## src/rtl/hz_pkg.sv

```systemverilog
package hz_pkg;

  // Downstream stages tracked by the controller, youngest first
  localparam int unsigned HZ_NSTG = 3;
  localparam int unsigned STG_EXA = 0;
  localparam int unsigned STG_EXB = 1;
  localparam int unsigned STG_WB  = 2;

  // Operand source encoding seen by the bypass muxes
  typedef enum logic [1:0] {
    FWD_RF  = 2'b00,
    FWD_EXB = 2'b01,
    FWD_WB  = 2'b10
  } fwd_sel_e;

endpackage

```

## src/rtl/hz_rst_sync.sv

```systemverilog
module hz_rst_sync #(
  parameter int unsigned STAGES = 2
) (
  input  logic clk,
  input  logic rst_n,
  output logic rst_sync_n
);

  logic [STAGES-1:0] sync_q;
  logic [STAGES-1:0] sync_d;

  always_comb begin
    sync_d = {sync_q[STAGES-2:0], 1'b1};
  end

  always_ff @(posedge clk or negedge rst_n) begin
    if (!rst_n) sync_q <= '0;
    else        sync_q <= sync_d;
  end

  assign rst_sync_n = sync_q[STAGES-1];

endmodule

```

## src/rtl/hz_tag_pipe.sv

```systemverilog
module hz_tag_pipe
  import hz_pkg::*;
#(
  parameter int unsigned ADDR_W = 5
) (
  input  logic                            clk,
  input  logic                            rst_n,
  input  logic                            hold_i,
  input  logic                            issue_vld_i,
  input  logic                            issue_we_i,
  input  logic [ADDR_W-1:0]               issue_rd_i,
  output logic [HZ_NSTG-1:0]              stg_wr_o,
  output logic [HZ_NSTG-1:0][ADDR_W-1:0]  stg_rd_o
);

  logic [HZ_NSTG-1:0]             vld_q, vld_d;
  logic [HZ_NSTG-1:0]             we_q,  we_d;
  logic [HZ_NSTG-1:0][ADDR_W-1:0] rd_q,  rd_d;
  logic                           adv_en;

  // The tag pipe always advances; a stall only swaps the EX-A entry for an empty slot
  assign adv_en = 1'b1;

  // Entry stage: a held decode instruction is replaced by an empty slot
  always_comb begin
    vld_d[STG_EXA] = issue_vld_i & ~hold_i;
    we_d[STG_EXA]  = issue_vld_i & issue_we_i & ~hold_i;
    rd_d[STG_EXA]  = hold_i ? '0 : issue_rd_i;
  end

  // Older stages take their younger neighbour
  for (genvar s = 1; s < HZ_NSTG; s++) begin : g_shift
    always_comb begin
      vld_d[s] = vld_q[s-1];
      we_d[s]  = we_q[s-1];
      rd_d[s]  = rd_q[s-1];
    end
  end

  always_ff @(posedge clk or negedge rst_n) begin
    if (!rst_n) begin
      vld_q <= '0;
      we_q  <= '0;
      rd_q  <= '0;
    end else if (adv_en) begin
      vld_q <= vld_d;
      we_q  <= we_d;
      rd_q  <= rd_d;
    end
  end

  for (genvar s = 0; s < HZ_NSTG; s++) begin : g_out
    assign stg_wr_o[s] = vld_q[s] & we_q[s] & (rd_q[s] != '0);
    assign stg_rd_o[s] = rd_q[s];
  end

  // a stall cycle leaves an empty, non-writing slot in EX-A
  p_bubble_empty_r10: assert property (@(posedge clk) disable iff (!rst_n)
    hold_i |=> (!vld_q[STG_EXA] && !we_q[STG_EXA]));

  // the producer leaves EX-A even while decode is held
  p_producer_moves_r10: assert property (@(posedge clk) disable iff (!rst_n)
    (hold_i && vld_q[STG_EXA]) |=> vld_q[STG_EXB]);

endmodule

```

## src/rtl/hz_src_match.sv

```systemverilog
module hz_src_match
  import hz_pkg::*;
#(
  parameter int unsigned ADDR_W = 5
) (
  input  logic                            clk,
  input  logic                            rst_n,
  input  logic [ADDR_W-1:0]               rs_i,
  input  logic [HZ_NSTG-1:0]              stg_wr_i,
  input  logic [HZ_NSTG-1:0][ADDR_W-1:0]  stg_rd_i,
  output logic                            hz_o,
  output fwd_sel_e                        sel_o
);

  logic [HZ_NSTG-1:0] hit;

  for (genvar s = 0; s < HZ_NSTG; s++) begin : g_hit
    assign hit[s] = stg_wr_i[s] & (stg_rd_i[s] == rs_i);
  end

  // EX-A holds only a partial result: it can raise a hazard, never a bypass
  always_comb begin
    hz_o = hit[STG_EXA];
    if (hit[STG_EXB])     sel_o = FWD_EXB;
    else if (hit[STG_WB]) sel_o = FWD_WB;
    else                  sel_o = FWD_RF;
  end

  // register 0 is never bypassed
  p_zero_src_rf_r8: assert property (@(posedge clk) disable iff (!rst_n)
    (rs_i == '0) |-> (sel_o == FWD_RF && !hz_o));

  // the unused select code never appears
  p_sel_legal_r6: assert property (@(posedge clk) disable iff (!rst_n)
    sel_o != 2'b11);

  // writeback selected only if EX-B does not also match
  p_wb_not_exb_r7: assert property (@(posedge clk) disable iff (!rst_n)
    (sel_o == FWD_WB) |-> !(stg_wr_i[STG_EXB] && stg_rd_i[STG_EXB] == rs_i));

endmodule

```

## src/rtl/hz_split_alu_ctrl.sv

```systemverilog
module hz_split_alu_ctrl
  import hz_pkg::*;
#(
  parameter int unsigned ADDR_W      = 5,
  parameter int unsigned SYNC_STAGES = 2
) (
  input  logic              clk,
  input  logic              rst_n,
  input  logic              id_valid_i,
  input  logic              id_we_i,
  input  logic [ADDR_W-1:0] id_rd_i,
  input  logic [ADDR_W-1:0] id_rs1_i,
  input  logic [ADDR_W-1:0] id_rs2_i,
  output logic              stall_o,
  output logic              exa_bubble_o,
  output logic [1:0]        fwd_rs1_o,
  output logic [1:0]        fwd_rs2_o
);

  localparam int unsigned NSRC = 2;

  logic                           rst_sync_n;
  logic [HZ_NSTG-1:0]             stg_wr;
  logic [HZ_NSTG-1:0][ADDR_W-1:0] stg_rd;
  logic [NSRC-1:0][ADDR_W-1:0]    src;
  logic [NSRC-1:0]                src_hz;
  fwd_sel_e                       src_sel [NSRC];
  logic                           stall;

  hz_rst_sync #(.STAGES(SYNC_STAGES)) u_rst_sync (
    .clk        (clk),
    .rst_n      (rst_n),
    .rst_sync_n (rst_sync_n)
  );

  assign src[0] = id_rs1_i;
  assign src[1] = id_rs2_i;

  for (genvar g = 0; g < NSRC; g++) begin : g_src
    hz_src_match #(.ADDR_W(ADDR_W)) u_match (
      .clk      (clk),
      .rst_n    (rst_sync_n),
      .rs_i     (src[g]),
      .stg_wr_i (stg_wr),
      .stg_rd_i (stg_rd),
      .hz_o     (src_hz[g]),
      .sel_o    (src_sel[g])
    );
  end

  assign stall = id_valid_i & (|src_hz);

  hz_tag_pipe #(.ADDR_W(ADDR_W)) u_tag_pipe (
    .clk         (clk),
    .rst_n       (rst_sync_n),
    .hold_i      (stall),
    .issue_vld_i (id_valid_i),
    .issue_we_i  (id_we_i),
    .issue_rd_i  (id_rd_i),
    .stg_wr_o    (stg_wr),
    .stg_rd_o    (stg_rd)
  );

  assign stall_o      = stall;
  assign exa_bubble_o = stall;
  assign fwd_rs1_o    = src_sel[0];
  assign fwd_rs2_o    = src_sel[1];

  // a held consumer never waits a second cycle on the same producer
  p_one_cycle_stall_r3: assert property (@(posedge clk) disable iff (!rst_sync_n)
    stall_o |=> !stall_o);

  // an empty decode slot never stalls
  p_no_stall_invalid_r11: assert property (@(posedge clk) disable iff (!rst_sync_n)
    !id_valid_i |-> !stall_o);

  // nothing is flagged while the synchronised reset is active
  p_reset_idle_r1: assert property (@(posedge clk)
    !rst_sync_n |-> (!stall_o && fwd_rs1_o == 2'b00 && fwd_rs2_o == 2'b00));

endmodule

```

## config.mk

```make
export PLATFORM = sky130hd
export DESIGN_NAME = hz_split_alu_ctrl
export DESIGN_NICKNAME = d
export VERILOG_FILES = /design/src/rtl/hz_pkg.sv /design/src/rtl/hz_rst_sync.sv /design/src/rtl/hz_tag_pipe.sv /design/src/rtl/hz_src_match.sv /design/src/rtl/hz_split_alu_ctrl.sv
export SDC_FILE = /design/constraint.sdc
export NUM_CORES = 1
export LEC_CHECK = 0
export BUFFER_PORTS_ARGS = -buffer_cell sky130_fd_sc_hd__buf_2
export CAP_MARGIN = 15
export CORE_MARGIN = 1
export CORE_UTILIZATION = 55
export DETAILED_ROUTE_END_ITERATION = 7
export GPL_TIMING_DRIVEN = 0
export PLACE_DENSITY = 0.81
export SLEW_MARGIN = 10
export SYNTH_ARGS = -nofsm -noshare
export SYNTH_HDL_FRONTEND = slang
export SYNTH_SLANG_ARGS = --single-unit
export TNS_END_PERCENT = 30
```

## constraint.sdc

```tcl
create_clock -name clk -period 3.1 [get_ports clk]
set_clock_uncertainty 0.05 [all_clocks]
set_input_delay 0.31 -clock clk [delete_from_list [all_inputs] [get_ports clk]]
set_output_delay 0.31 -clock clk [all_outputs]
set_load 0.01 [all_outputs]
```

[After elaboration in Yosys (flattened, before gate mapping)]
Cells that the tools add are included.
Word-level totals
  register bits: 23
  input port bits: 19
  output and inout bits: 6
  word-level logic and storage cells: 38
Operators by class
  eq/ne operators: 6
  mux-type cells: 5
  bitwise gates (word level): 17
  reductions and logical operators: 4
Operator list (number)
  equality test 5 bit: 6
  AND 1 bit: 16
  nonzero test 5 bit: 3
  2-to-1 mux 2 bit: 4
  2-to-1 mux 5 bit: 1
  OR reduction 2 bit: 1
  NOT 1 bit: 1

[Logic depth before layout (Yosys ltp)]
  depth in word-level cells: 7
  mapped depth: 5
  depth with buffers taken out: 4

[Modules after synthesis]
A second synthesis with hierarchy kept.
Second synthesis, totals
  cell total of the unflattened synthesis: 93
  area, all modules: 1124.8 sq um
Modules (own cells, without submodules)
  hz_tag_pipe: instances 1, cells an instance 44, area an instance 693.2 sq um
  hz_src_match: instances 2, cells an instance 22, area an instance 181.4 sq um
  hz_rst_sync: instances 1, cells an instance 3, area an instance 53.8 sq um
  hz_split_alu_ctrl: instances 1, cells an instance 2, area an instance 15.0 sq um

[Worst setup path after synthesis]
No wires, ideal clock.
  path kind: reg-to-output
  start point: register u_tag_pipe.rd_q, in the netlist u_tag_pipe.stg_rd_o[5]
  end point: output fwd_rs1_o[1]
  arrival time: 1.579 ns
  path slack: 1.161 ns
  cell stages (with the launch flop): 5
  buffers on the path: 0
  cells stage by stage: dfrtp_1 -> or4_1 -> o211ai_2 -> nor4_1 -> nor4_2
On the way
  longest elaborated chain between the ends: 4
  elaborated cells on any way between the ends: 5
  classes of those cells: 1 x eq/ne; 1 x mux; 2 x bitwise; 1 x reduce/logical
RTL lines
  start, declared: line hz_tag_pipe.sv:18  | logic [HZ_NSTG-1:0][ADDR_W-1:0] rd_q, rd_d;
  start signal, assigned: line hz_tag_pipe.sv:48  | rd_q <= rd_d;
  nonzero test 5 bit: line hz_tag_pipe.sv:53  | assign stg_wr_o[s] = vld_q[s] & we_q[s] & (rd_q[s] != '0);
  AND 1 bit: line hz_tag_pipe.sv:53
  AND 1 bit (*): line hz_src_match.sv:18  | assign hit[s] = stg_wr_i[s] & (stg_rd_i[s] == rs_i);
  2-to-1 mux 2 bit (*): line hz_src_match.sv:24  | if (hit[STG_EXB]) sel_o = FWD_EXB;
  end, declared: line hz_split_alu_ctrl.sv:16  | output logic [1:0] fwd_rs1_o,
Every way passes the cells marked *; elsewhere a longest branch is shown, timed or not.

[Final worst setup path]
Ends and elaborated chain as after synthesis.

==> metrics.cfg <==
[run_status]
outcome=finished clean

[cells_and_area]
stdcell_area_sq_um=1250
n_antenna_cell=0
layout-drive-gt1-share_pct=27.6
fill_cells=143
syn_to_final_growth_pct=17.8
num-nets-final=136

[floorplan]
core_area_sq_um=1760
start_util_pct=60.2
dieArea_sq_um=2110
ios=25
die_h_microns=45.9
rows=15
die_w_microns=45.9

[logic_synthesis]
postSynthCellCount=87
avgSynthCellArea_sq_um=12.2
ys_async_sr_fraction_pct=100
synth_ff_type=dfrtp_1
syn_nets=106
synth-seq-cells=23
ys_warn_count=0
seq_area_frac_synth_pct=54.2
synth_edf_count=0
synthDistinctLibCells=19
syn-cell-area_sq_um=1060

[clock_tree]
clockBufferDepth=2
clock_latency_ps=300
clk_pin_slew_worst_paths_ps=120
cts_resized=0
cts_tree=built
htree_levels=1
cts_buffers=3
cts.sinks=23
cts_root_buf=clkbuf_4

[flow_run]
maxCapViolCount=0

[grt]
antenna_found_initial=0
grt_max_degree=22
grt_overflow=0
grt_pass1_wl_microns=2930
grt_usage_pct=20.7
grt_pass1_vias=726

[timing]
min_period_ps=2370
rsz0062_at_grt=false
timing.final.crit_share_pct=76.4
holdWs_ps=165
finalHoldViolCount=0
finalSetupViolCount=0
fmax_mhz=422
drv_slew=0
slew_headroom_pct=46.9
tns_ps=0
worstMarginPinSlew_ps=797

[place]
place_hpwl_microns=1480
routabilityCongestion=0.767
place_area_sq_um=1210
io_buffers=24

[routing]
first_pass_iters=4
drc=0
postRouteAntennaNets=0
vias_per_cell=5.28
drt-initial-drc-count=8
num_vias=744
drt-total-wl_microns=1840
wire_per_inst_microns=13.1

[critical_path]
critPathCaptureType=output pin
worstPathRequired_ps=2740
critPathMaxStageDelay_ps=560
start_kind=register
arrival_ps=2010
worstSetupPathType=reg -> out
path_cells=or4_1, o211ai_2, nor4_1, nor4_2, buf_2
slowest_stage=or4_1
path_max_fanout=4

[power_and_ir_drop]
ir_drop_mv=0.306
p_leak_nw=0.550
power_density_nw_per_um2=429

[worst_hold_path]
hp-class=in -> reg

-- cell usage in the layout (no fill, tap or decap), drive strengths merged --
| cell | count |
|---|---|
| conb | 1 |
| nor4 | 4 |
| dlygate4sd3 | 1 |
| o22ai | 1 |
| clkinv | 1 |
| nand3 | 4 |
| o2111ai | 2 |
| nand2 | 4 |
| nor3 | 2 |
| dfrtp | 23 |
| xor2 | 14 |
| or4 | 3 |
| xnor2 | 16 |
| nor2 | 2 |
| clkbuf | 3 |
| and2 | 1 |
| o211ai | 1 |
| buf | 25 |
| a21oi | 1 |
| nor3b | 1 |
| a21boi | 6 |
-- cells in the mapped netlist (2+ instances only) --
cell type  instances  share of area (%)
o2111ai_1          2                1.6
xor2_1            14                 12
xnor2_1           16                 13
a21boi_0           6                4.2
or4_1              3                2.1
nand3_1            4                1.9
nand2_1            4                1.4
nor2_1             2               0.71
dfrtp_1           23                 54
nor4_1             2                1.2
nor3_1             2               0.94
nor4_2             2                2.4
-- sequential cells by signal, summed over array words and instances (netlist names) --
register and cells:
u_tag_pipe.vld_q 3, u_tag_pipe.stg_rd_o 15, u_tag_pipe.we_q 3, u_rst_sync.sync_q 2
-- path summary, 6_finish.rpt --
path	from	to	slack, ps	depth (start not counted)
hold / removal	id_we_i	u_tag_pipe.we_q[0]	160	3
min in group asynchronous	rst_n	u_rst_sync.sync_q[1]	260	2
max in group asynchronous	u_rst_sync.sync_q[1]	u_tag_pipe.stg_rd_o[7]	2220	0
setup / recovery	u_tag_pipe.stg_rd_o[5]	fwd_rs1_o[1]	730	5
hold reg to reg	u_rst_sync.sync_q[1]	u_tag_pipe.vld_q[2]	290	0
setup reg to reg	u_tag_pipe.stg_rd_o[1]	u_tag_pipe.stg_rd_o[4]	1550	4
-- final cells by class --
| class | instances | area (sq um) | area share (%) |
|---|---|---|---|
| repair buffers | 25 | 130 | 10.4 |
| clock buffers | 3 | 22.5 | 1.80 |
| flip-flops and latches | 23 | 576 | 46.0 |
| plain buffers | 1 | 7.51 | 0.600 |
| multi-input cells | 63 | 479 | 38.3 |
| clock inverters | 1 | 5.00 | 0.400 |
| well taps | 25 | 31.3 | 2.50 |
-- cells by family after synthesis --
kind of cell | count (synthesis) | synth area share (%)
xor gates and xnor gates | 30 | 24.7
other | 1 | 0.353
buffers and inverters | 1 | 0.707
and+or+nand+nor | 21 | 11.9
AOI/OAI and AO/OA | 11 | 8.13
DFF | 23 | 54.2
-- routing by layer --
metal  part of all wire (%)  GRT usage [%]  vias to the layer above
met2                     52           39.4                       25
li1                       -              -                      360
met5                      0              0                        -
met1                     41           21.4                      357
met4                    1.4           10.6                        0
met3                    4.8           2.78                        2
-- stage by stage --
step / power, mW / util (%) / instances / worst slack [ps]
after global routing: 0.565 / 70.9 / 141 / 616
final: 0.537 / 70.9 / 141 / 731
after global placement: 0.407 / 68.8 / 136 / 1060
after CTS: 0.543 / 70.9 / 141 / 711
after floorplan: 0.381 / - / 87 / 1160
after detailed placement: 0.412 / 68.8 / 136 / 1060
-- critical path: cells and delay by family, from the launching register on --
family,cells,cell delay (ps)
AO/OA/AOI/OAI,1,190
AND/OR/NAND/NOR,3,910
flip-flops,1,440
buffers and inverters,1,160
-- repair_timing --
action | 4_1_cts | 5_1_grt
hold buffers | 1 | 0
setup buffers | 0 | 0
endpoints found under the hold margin | 2 | 0
-- power breakdown --
part | switching, mW | internal [mW] | leakage, nW
Sequential | 0.0203 | 0.316 | 0.272
Clock | 0.0827 | 0.0480 | 0.0177
Combinational | 0.0329 | 0.0373 | 0.261
Total | 0.136 | 0.401 | 0.550
No activity file was read; power rests on OpenSTA's default activity.
